`src/rtl/csel_pkg.sv`:
```
package csel_pkg;

    typedef enum logic [1:0] {
        SZ_BYTE = 2'b00,
        SZ_HALF = 2'b01,
        SZ_WORD = 2'b10,
        SZ_BAD  = 2'b11
    } acc_size_e;

    localparam int NUM_CS = 4;

    typedef struct packed {
        logic [NUM_CS-1:0] cs;
        logic              sdram;
        logic              sram;
        logic              align_err;
        logic              size_err;
        logic              miss;
    } dec_out_t;

endpackage

```
`src/rtl/csel_boot_latch.sv`:
```
module csel_boot_latch (
    input  logic clk,
    input  logic rst_n,
    input  logic pin,
    output logic swap_q
);
    logic swap_d;

    always_comb begin
        swap_d = swap_q;
        if (!rst_n) swap_d = pin;
    end

    always_ff @(posedge clk) begin
        swap_q <= swap_d;
    end

    p_boot_hold_r4: assert property (@(posedge clk) disable iff (!rst_n)
        $past(rst_n) |-> $stable(swap_q))
        else $error("boot latch changed after reset");
endmodule

```
`src/rtl/csel_window.sv`:
```
module csel_window #(
    parameter int          ADDR_W = 32,
    parameter int          LG2    = 25,
    parameter logic [31:0] BASE   = 32'h0
) (
    input  logic [ADDR_W-1-LG2:0] addr_hi,
    output logic                  hit
);
    localparam logic [ADDR_W-1-LG2:0] TAG = BASE[ADDR_W-1:LG2];

    always_comb begin
        hit = (addr_hi == TAG);
    end
endmodule

```
`src/rtl/csel_size_check.sv`:
```
module csel_size_check
    import csel_pkg::*;
(
    input  logic [1:0] addr_lo,
    input  logic [1:0] size,
    input  logic       disp,
    output logic       align_err,
    output logic       size_err
);
    acc_size_e sz;

    always_comb begin
        sz        = acc_size_e'(size);
        align_err = 1'b0;
        size_err  = 1'b0;
        unique case (sz)
            SZ_BYTE: align_err = 1'b0;
            SZ_HALF: align_err = addr_lo[0];
            SZ_WORD: align_err = |addr_lo;
            SZ_BAD:  size_err  = 1'b1;
        endcase
        if (disp && sz != SZ_HALF) size_err = 1'b1;
    end

    always_comb begin
        if (sz == SZ_BYTE) p_byte_never_misaligned_r6: assert (!align_err);
    end
endmodule

```
`src/rtl/csel_decode_top.sv`:
```
module csel_decode_top
    import csel_pkg::*;
#(
    parameter int          ADDR_W     = 32,
    parameter int          CS_LG2     = 25,
    parameter logic [31:0] CS_BASE    = 32'h0000_0000,
    parameter int          SDRAM_LG2  = 26,
    parameter logic [31:0] SDRAM_BASE = 32'h1000_0000,
    parameter int          SRAM_LG2   = 19,
    parameter logic [31:0] SRAM_BASE  = 32'h2000_0000
) (
    input  logic              clk,
    input  logic              rst_n,
    input  logic              boot_pin,
    input  logic              req_valid,
    input  logic [ADDR_W-1:0] req_addr,
    input  logic [1:0]        req_size,
    input  logic              req_disp,
    output logic [NUM_CS-1:0] cs_sel,
    output logic              sdram_sel,
    output logic              sram_sel,
    output logic              align_err,
    output logic              size_err,
    output logic              decode_miss,
    output logic              boot_status
);
    localparam int LAST_CS = NUM_CS - 1;

    logic              swap_q;
    logic [NUM_CS-1:0] win_hit;
    logic              sdram_hit;
    logic              sram_hit;
    logic              chk_align;
    logic              chk_size;
    logic              unused_addr_bits;
    dec_out_t          out_d;
    dec_out_t          out_q;

    assign unused_addr_bits = ^req_addr[SRAM_LG2-1:2];

    csel_boot_latch u_boot (
        .clk    (clk),
        .rst_n  (rst_n),
        .pin    (boot_pin),
        .swap_q (swap_q)
    );

    for (genvar i = 0; i < NUM_CS; i++) begin : g_cs_win
        localparam logic [31:0] WBASE = CS_BASE + (32'(i) << CS_LG2);
        csel_window #(.ADDR_W(ADDR_W), .LG2(CS_LG2), .BASE(WBASE)) u_win (
            .addr_hi (req_addr[ADDR_W-1:CS_LG2]),
            .hit     (win_hit[i])
        );
    end

    csel_window #(.ADDR_W(ADDR_W), .LG2(SDRAM_LG2), .BASE(SDRAM_BASE)) u_sdram_win (
        .addr_hi (req_addr[ADDR_W-1:SDRAM_LG2]),
        .hit     (sdram_hit)
    );

    csel_window #(.ADDR_W(ADDR_W), .LG2(SRAM_LG2), .BASE(SRAM_BASE)) u_sram_win (
        .addr_hi (req_addr[ADDR_W-1:SRAM_LG2]),
        .hit     (sram_hit)
    );

    csel_size_check u_chk (
        .addr_lo   (req_addr[1:0]),
        .size      (req_size),
        .disp      (req_disp),
        .align_err (chk_align),
        .size_err  (chk_size)
    );

    always_comb begin
        logic [NUM_CS-1:0] cs_map;
        logic              any_hit;
        logic              blocked;
        cs_map = win_hit;
        if (swap_q) begin
            cs_map[0]       = win_hit[LAST_CS];
            cs_map[LAST_CS] = win_hit[0];
        end
        any_hit = (|win_hit) | sdram_hit | sram_hit;
        blocked = chk_align | chk_size | ~any_hit;

        out_d = '0;
        if (req_valid) begin
            out_d.align_err = chk_align;
            out_d.size_err  = chk_size;
            out_d.miss      = ~any_hit;
            if (!blocked) begin
                out_d.cs    = cs_map;
                out_d.sdram = sdram_hit;
                out_d.sram  = sram_hit;
            end
        end
    end

    always_ff @(posedge clk) begin
        if (!rst_n) out_q <= '0;
        else        out_q <= out_d;
    end

    assign cs_sel      = out_q.cs;
    assign sdram_sel   = out_q.sdram;
    assign sram_sel    = out_q.sram;
    assign align_err   = out_q.align_err;
    assign size_err    = out_q.size_err;
    assign decode_miss = out_q.miss;
    assign boot_status = swap_q;

    p_sel_onehot_r9: assert property (@(posedge clk) disable iff (!rst_n)
        $onehot0({cs_sel, sdram_sel, sram_sel}))
        else $error("more than one select");

    p_err_blocks_sel_r9: assert property (@(posedge clk) disable iff (!rst_n)
        (align_err || size_err) |-> ({cs_sel, sdram_sel, sram_sel} == '0))
        else $error("select with error");

    p_miss_no_sel_r8: assert property (@(posedge clk) disable iff (!rst_n)
        decode_miss |-> ({cs_sel, sdram_sel, sram_sel} == '0))
        else $error("select on miss");

    p_idle_quiet_r10: assert property (@(posedge clk) disable iff (!rst_n)
        !req_valid |=> ({cs_sel, sdram_sel, sram_sel, align_err, size_err, decode_miss} == '0))
        else $error("output without request");
endmodule

```
`config.mk`:
```
export PLATFORM = sky130hd
export DESIGN_NAME = csel_decode_top
export DESIGN_NICKNAME = d
export VERILOG_FILES = /design/src/rtl/csel_pkg.sv /design/src/rtl/csel_boot_latch.sv /design/src/rtl/csel_window.sv /design/src/rtl/csel_size_check.sv /design/src/rtl/csel_decode_top.sv
export SDC_FILE = /design/constraint.sdc
export NUM_CORES = 1
export LEC_CHECK = 0
export BUFFER_PORTS_ARGS = -buffer_cell sky130_fd_sc_hd__buf_2
export CORE_MARGIN = 3
export CORE_UTILIZATION = 32
export CTS_CLUSTER_SIZE = 28
export DETAILED_ROUTE_END_ITERATION = 6
export PLACE_DENSITY = 0.72
export SETUP_SLACK_MARGIN = 0.5
export SLEW_MARGIN = 5
export SYNTH_ARGS = -nofsm -noshare
export SYNTH_HDL_FRONTEND = slang
export SYNTH_SLANG_ARGS = --single-unit
```
`constraint.sdc`:
```
create_clock -name clk -period 2 [get_ports clk]
set_clock_uncertainty 0.1 [all_clocks]
set_input_delay 0 -clock clk [delete_from_list [all_inputs] [get_ports clk]]
set_output_delay 0 -clock clk [all_outputs]
set_load 0.05 [all_outputs]
```
==> results of run 1 <==
power by group through the flow:
stage	clock, µW	sequential (µW)	combinational (µW)
after floorplan	0	229	23.3
after global placement	0	214	75.2
after detailed placement	0	214	77.0
after CTS	184	209	108
after global routing	194	209	124
final	181	209	113
per-stage QoR:
stage	setup slack [ps]	cell area, µm²	cells	total power (µW)	util
floorplan	818	462	46	252	-
global placement	796	636	92	289	0.477
detailed placement	790	636	92	291	0.477
CTS	559	902	119	500	0.676
global route	466	918	119	527	0.689
finish	525	918	119	502	0.689
worst reg2reg max path, delay by kind of cell (launching register included):
family,cells,cell delay (ps)
flops,1,430
compound gates,1,60
simple gates,2,310
per-layer routing:
| metal | up-vias | wire length, µm | track usage |
|---|---|---|---|
| met4 | 0 | 11 | 0.0723 |
| met1 | 276 | 534 | 0.203 |
| met5 | - | 0 | 0 |
| li1 | 288 | - | - |
| met2 | 18 | 813 | 0.334 |
| met3 | 2 | 56 | 0.0290 |
synthesized netlist by cell type:
| cell type | count | share of area |
|---|---|---|
| nand2_1 | 3 | 0.024 |
| o21ai_0 | 1 | 0.011 |
| nor4_1 | 1 | 0.014 |
| nor4b_1 | 3 | 0.057 |
| a21oi_1 | 3 | 0.033 |
| mux2i_1 | 1 | 0.022 |
| nand4_1 | 1 | 0.014 |
| nor4_4 | 1 | 0.046 |
| inv_1 | 3 | 0.024 |
| nand3b_1 | 1 | 0.016 |
| dfxtp_1 | 9 | 0.39 |
| nor3_1 | 6 | 0.065 |
| nor2_1 | 3 | 0.024 |
| nand3_2 | 1 | 0.022 |
| and3_1 | 1 | 0.014 |
| nand3_1 | 1 | 0.011 |
| mux2i_4 | 1 | 0.049 |
| and3b_1 | 1 | 0.019 |
| and2_1 | 2 | 0.027 |
| edfxtp_1 | 1 | 0.065 |
| ha_1 | 2 | 0.054 |
cells in the final DEF, fill, tap and decap left out, drive strengths merged:
master | Yosys | final
a21oi | 3 | 3
and2 | 2 | 2
and3 | 1 | 1
and3b | 1 | 1
buf | 0 | 31
clkbuf | 0 | 4
dfxtp | 9 | 9
dlygate4sd3 | 0 | 23
edfxtp | 1 | 1
ha | 2 | 2
inv | 3 | 3
mux2i | 2 | 2
nand2 | 3 | 3
nand3 | 2 | 2
nand3b | 1 | 1
nand4 | 1 | 1
nor2 | 3 | 3
nor3 | 6 | 6
nor4 | 2 | 2
nor4b | 3 | 3
o21ai | 1 | 1
flip-flops by register name, summed over array words and instances, names as in the netlist:
signal         count
cs_sel             4
align_err          1
decode_miss        1
sdram_sel          1
size_err           1
sram_sel           1
u_boot.swap_q      1
kinds of logic after synthesis:
logic type / count (synthesis) / synth area share
muxes: 2 / 0.0705
adders and majority gates: 2 / 0.0542
buffers and inverters: 3 / 0.0244
DFF: 10 / 0.455
and+or+nand+nor: 25 / 0.352
AOI/OAI and AO/OA: 4 / 0.0433
worst max-delay path by stage:
stage,to,slack [ps],cells past startpoint,startpoint
after floorplan,cs_sel[3]$_SDFF_PP0_,820,2,u_boot.swap_q$_DFFE_PN_
after global placement,align_err$_SDFF_PN0_,800,5,req_size[0]
after detailed placement,sdram_sel$_SDFF_PP0_,790,5,req_size[0]
after CTS,cs_sel[1]$_SDFF_PP0_,560,6,req_size[0]
after global routing,cs_sel[1]$_SDFF_PP0_,470,4,req_addr[26]
final,cs_sel[1]$_SDFF_PP0_,520,4,req_addr[26]
final cells by class:
cell class / instances / share of cell area
clock buffers: 4 / 0.0395
inverters: 3 / 0.0123
multi-input cells: 33 / 0.279
flip-flops and latches: 10 / 0.229
well taps: 15 / 0.0204
repair buffers: 54 / 0.420
timing repair:
item,CTS,global route
setup endpoints to repair,0,2
resized for setup,0,3
hold buffers,23,0
endpoints found under the hold margin,10,0
==> results.toml, run 1 <==
[clock_network]
clkTransAtPathRegs_ps = 70
cts_made_buffers = 3
cts_tree = "yes"
cts_buffer_depth = 2
htreeDepth = 1
clock_latency_ps = 260
cts.sinks = 10
cts-root-buf = "clkbuf_4"
post-cts-setup-buffers = 0

[critical_path]
rr_endpoint = "cs_sel[0]$_SDFF_PP0_"
cpPeakStageDelay_ps = 580
cp_num_buf_inv = 3
crit_required_ps = 2110
end_kind = "flip-flop"
cpMostUsedCell = "dlygate4sd3_1"
cp.arrival_ps = 1580
cpLargestDelayFamily = "buffers and inverters"
rrSetupSlack_ps = 1010
cp_max_fo = 8
worstReg2RegStart = "u_boot.swap_q$_DFFE_PN_"
crit_type = "input pin to flip-flop"
crit_chain = "dlygate4sd3_1, buf_2, nor4b_2, dlygate4sd3_1"
reg2regPathDepth = 3
crit_slowest_cell = "dlygate4sd3_1"
worstSetupStartpointType = "input pin"

[drt]
drc = 0
antenna_left = 0
drt_iter0_drc = 6
drtPass1Iterations = 2
vias = 584
drt_wl_total_mm = 1.42
avgViaCountPerCell = 4.91
wl_per_cell_um = 11.9

[synthesis]
yosysWarnings = 0
ys_ff_latch = 10
postSynthCellCount = 46
synth_area_um2 = 462
postSynthAreaPerCell_um2 = 10.0
seq_area_frac_synth = 0.455
ys_types = 21
syn_nets = 87

[hold_path]
min_path_type = "input pin to flip-flop"
worstHoldStart = "rst_n"
holdPathEnd = "decode_miss$_SDFF_PN0_"
hold_depth = 4

[global_routing]
grt_pass1_vias = 642
grt_pass1_wl_mm = 2.62
grt_overflow = 0
grt_max_degree = 9
antenna_found_initial = 0
grt.total_usage = 0.181

[layout]
multiInputGateArea_um2 = 256
syn_to_final_growth_pct = 98.9
drive_gt1_frac = 0.394
nets = 146
n_fill_cell = 102
seq_area_um2 = 210
diodes = 0

[timing]
fin_crit_ps = 1480
rsz0062_at_grt = "yes"
hold_slack_ps = 55.0
tightest_slew_ps = 387
final.setup.tns_ps = 0
max_slew_margin = 0.742
setup_viol = 0
max_freq_ghz = 0.678
finalCritPeriodShare = 0.738
report.final.slew_viol_count = 0
hold_viol_final = 0

[placed_design]
gp_congestion = 0.726
portBuffers = 31
hpwlAfterDp_um = 854

[pwr]
p_int_uw = 376
power_density_nw_per_um2 = 547
switching_share = 0.252
p_comb_frac = 0.225
pwr-share-clk = 0.360
seqPwrFrac = 0.416
leakagePower_uw = 0.000430
p_switching_uw = 127
peakVddDrop_mv = 0.306

[floorplan]
fp.dieW_um = 44.0
fp.coreArea_um2 = 1330
pin_count = 49
design.die.area_um2 = 1930
row_count = 13
dieHeight_um = 44.0
start_util = 0.346

[status]
status = "complete, no violations"

[job]
timing.max_cap.violations = 0
No activity file was read; power rests on OpenSTA's default activity.
==> inputs of run 2 (changes only) <==
==> constraint.sdc (replaced) <==
create_clock -name clk -period 1.4 [get_ports clk]
set_clock_uncertainty 0.1 [all_clocks]
set_input_delay 0 -clock clk [delete_from_list [all_inputs] [get_ports clk]]
set_output_delay 0 -clock clk [all_outputs]
set_load 0.05 [all_outputs]
==> results.toml, run 2 (synthesis gave the netlist of run 1 again) <==
[status]
status = "finished, violations left"
violations = "hold timing"

[layout]
largest_register_ffs = 4
fin_area_um2 = 787
diodes = 0
final_cell_mix = "21 x buf_2, 9 x dfxtp_1, 6 x nor3_1"
final_common_cell = "buf_2"
drive_gt1_frac = 0.448
syn_to_final_growth_pct = 70.5
nets = 129

[floorplan]
fp.coreArea_um2 = 1330
start_util = 0.346
row_count = 13
dieHeight_um = 44.0
fp.dieW_um = 44.0
design.die.area_um2 = 1930
pin_count = 49

[placed_design]
hpwlAfterDp_um = 878
gp_congestion = 0.685
place_area_um2 = 639
portBuffers = 31

[clock_network]
htreeDepth = 1
cts.sinks = 10
cts_buffer_depth = 2
clkTransAtPathRegs_ps = 80
cts_tree = "yes"
cts-root-buf = "clkbuf_4"
post-cts-setup-buffers = 0
clock_latency_ps = 270
cts_made_buffers = 3

[timing]
fin_crit_ps = 1030
max_slew_margin = 0.753
hold_viol_final = 8
hold_slack_ps = -81.5
max_freq_ghz = 0.967
setup_viol = 0
tightest_slew_ps = 367
rsz0062_at_grt = "yes"
finalCritPeriodShare = 0.739
report.final.slew_viol_count = 0
final.setup.tns_ps = 0

[pwr]
peakVddDrop_mv = 0.431
leakagePower_uw = 0.000384
power_density_nw_per_um2 = 895

[drt]
vias = 506
wl_per_cell_um = 11.9
drtPass1Iterations = 4
drt_iter0_drc = 7
antenna_left = 0
drt_wl_total_mm = 1.21
drc = 0
avgViaCountPerCell = 4.96

[global_routing]
antenna_found_initial = 0
grt.total_usage = 0.138
grt_max_degree = 8
grt_pass1_vias = 460
grt_overflow = 0
grt_pass1_wl_mm = 1.97

[critical_path]
cpPeakStageDelay_ps = 470
cp_max_fo = 4
crit_slowest_cell = "edfxtp_1"
cp.arrival_ps = 930
crit_required_ps = 1300
crit_type = "flip-flop to primary output"
end_kind = "primary output"
worstSetupStartpointType = "flip-flop"
crit_chain = "buf_6"
cp_num_buf_inv = 1
cpLargestDelayFamily = "flip-flops"

[hold_path]
min_path_type = "input pin to flip-flop"

[job]
timing.max_cap.violations = 0
## run 2: final timing paths
| path | startpoint | end | slack [ps] | depth (start not counted) |
|---|---|---|---|---|
| worst min register to register | u_boot.swap_q$_DFFE_PN_ | cs_sel[0]$_SDFF_PP0_ | 600 | 2 |
| worst min-delay path | req_addr[23] | sram_sel$_SDFF_PP0_ | -80 | 4 |
| worst max register to register | u_boot.swap_q$_DFFE_PN_ | cs_sel[0]$_SDFF_PP0_ | 390 | 3 |
| worst max-delay path | u_boot.swap_q$_DFFE_PN_ | boot_status | 370 | 1 |
## run 2: layout make-up
| cell class | count | area, µm² |
|---|---|---|
| Sequential cell | 10 | 210 |
| Tap cell | 15 | 18.8 |
| Multi-Input combinational cell | 33 | 244 |
| Clock buffer | 4 | 36.3 |
| Inverter | 3 | 11.3 |
| Fill cell | 125 | 547 |
| Timing Repair Buffer | 37 | 267 |
## run 2: where the power goes
part	internal [µW]	switching, µW	leakage [µW]	total (µW)
Combinational	64.4	69.8	0.000280	134
Sequential	295	4.63	0.0000827	300
Clock	158	112	0.0000210	270
## run 2: routing by layer
layer  part of all wire  vias up  global-route usage
met3              0.075        3              0.0290
li1                   -      249                   -
met4              0.012        0              0.0723
met2               0.51       24               0.244
met5                  0        -                   0
met1               0.40      230               0.153
## run 2: repair_timing
action | 4_1_cts | 5_1_grt
cloned | 0 | 0
gates resized for setup | 11 | 7
hold buffers | 5 | 1
endpoints found under the setup margin | 12 | 12
endpoints found under the hold margin | 10 | 3
## run 2: per-stage QoR
stage / hold WS [ps] / total power [µW] / util / setup slack (ps) / instances
finish: -81.5 / 705 / 0.590 / 366 / 102
global route: -62.7 / 733 / 0.590 / 313 / 102
CTS: -77.5 / 701 / 0.566 / 376 / 101
detailed placement: 81.2 / 418 / 0.479 / 279 / 92
global placement: 76.2 / 415 / 0.479 / 305 / 92
floorplan: -23.3 / 362 / - / 225 / 46
==> inputs of run 3 (changes only) <==
==> constraint.sdc (replaced) <==
create_clock -name clk -period 1 [get_ports clk]
set_clock_uncertainty 0.1 [all_clocks]
set_input_delay 0 -clock clk [delete_from_list [all_inputs] [get_ports clk]]
set_output_delay 0 -clock clk [all_outputs]
set_load 0.05 [all_outputs]
==> results.toml, run 3 (synthesis gave the netlist of run 1 again) <==
[status]
violations = "hold timing"
status = "finished, violations left"

[critical_path]
cpPeakStageDelay_ps = 450
end_kind = "primary output"
crit_required_ps = 900
crit_type = "flip-flop to primary output"
crit_slowest_cell = "edfxtp_1"
cp_max_fo = 4
cpLargestDelayFamily = "flip-flops"
worstSetupStartpointType = "flip-flop"
cp.arrival_ps = 890
cp_num_buf_inv = 1
crit_chain = "buf_6"

[pwr]
power_density_nw_per_um2 = 949
peakVddDrop_mv = 0.675
pwr-share-clk = 0.302
seqPwrFrac = 0.427
switching_share = 0.280
power_uw = 945
p_switching_uw = 264
leakagePower_uw = 0.000406
p_comb_frac = 0.272
p_int_uw = 681

[drt]
drc = 0
wl_met2_um = 683
drt_iter0_drc = 4
route.met3.wl_um = 64
met1Wirelength_um = 491
avgViaCountPerCell = 4.96
drtPass1Iterations = 4
highest_layer = "met4"
antenna_left = 0
wl_per_cell_um = 12.5
drt_wl_total_mm = 1.25
vias = 496

[timing]
fin_crit_ps = 992
finalCritPeriodShare = 0.992
report.final.slew_viol_count = 0
tightest_slew_ps = 258
setup_viol = 0
max_freq_ghz = 1.01
hold_viol_final = 10
max_slew_margin = 0.827
final.setup.tns_ps = 0
rsz0062_at_grt = "yes"
hold_slack_ps = -174
setup_ws_ps = 7.94

[layout]
largest_register_ffs = 4
drive_gt1_frac = 0.729
final_cell_mix = "16 x buf_2, 11 x buf_8, 8 x dfxtp_4"
syn_to_final_growth_pct = 116
final_util = 0.747
final_common_cell = "buf_2"
diodes = 0
nets = 127
n_fill_cell = 87

[placed_design]
portBuffers = 31
hpwlAfterDp_um = 979
place_ws_ps = -113
gp_congestion = 0.735

[clock_network]
cts_made_buffers = 3
clock_latency_ps = 250
htreeDepth = 1
cts_tree = "yes"
clkTransAtPathRegs_ps = 60
cts_buffer_depth = 2
cts.sinks = 10
cts-root-buf = "clkbuf_4"

[global_routing]
grt_overflow = 0
grt_pass1_vias = 476
antenna_found_initial = 0
grt.total_usage = 0.151
grt_max_degree = 8
grt_pass1_wl_mm = 2.06

[floorplan]
row_count = 13
fp.coreArea_um2 = 1330
pin_count = 49
design.die.area_um2 = 1930
fp.dieW_um = 44.0
dieHeight_um = 44.0
start_util = 0.346

[job]
timing.max_cap.violations = 0

[hold_path]
min_path_type = "input pin to flip-flop"
run 3: what timing repair did:
item / in CTS / in global routing
setup endpoints to repair: 18 / 18
endpoints found under the hold margin: 11 / 10
setup buffers: 1 / 0
pin swaps: 7 / 4
gates resized for setup: 46 / 8
run 3: cell type report:
cell class | instances | area, µm² | share of cell area
multi-input cells | 33 | 343 | 0.344
inverters | 3 | 28.8 | 0.0289
clock buffers | 4 | 26.3 | 0.0264
repair buffers | 35 | 338 | 0.339
flip-flops and latches | 10 | 241 | 0.242
well taps | 15 | 18.8 | 0.0188
run 3: worst paths after layout:
path,endpoint,depth (start not counted),slack [ps],start
max,boot_status,1,8,u_boot.swap_q$_DFFE_PN_
min,u_boot.swap_q$_DFFE_PN_,1,-170,boot_pin
max reg2reg,cs_sel[0]$_SDFF_PP0_,3,20,u_boot.swap_q$_DFFE_PN_
min reg2reg,cs_sel[0]$_SDFF_PP0_,2,580,u_boot.swap_q$_DFFE_PN_
run 3: metal layers:
metal  GRT usage  vias up
met3      0.0498        2
met4      0.0723        0
met2       0.259       22
met5           0        -
li1            -      246
met1       0.166      226
run 3: power groups by stage:
stage / registers [µW] / clock network [µW] / logic [µW]
2_1_floorplan: 441 / 0 / 66.8
3_3_place_gp: 409 / 0 / 191
3_5_place_dp: 410 / 0 / 196
4_1_cts: 404 / 289 / 241
5_1_grt: 404 / 325 / 272
6_report: 403 / 285 / 257
run 3: metrics by stage:
step	cells	cell area, µm²
after global placement	95	752
after global routing	100	996
after CTS	100	956
final	100	996
after floorplan	46	556
after detailed placement	95	752
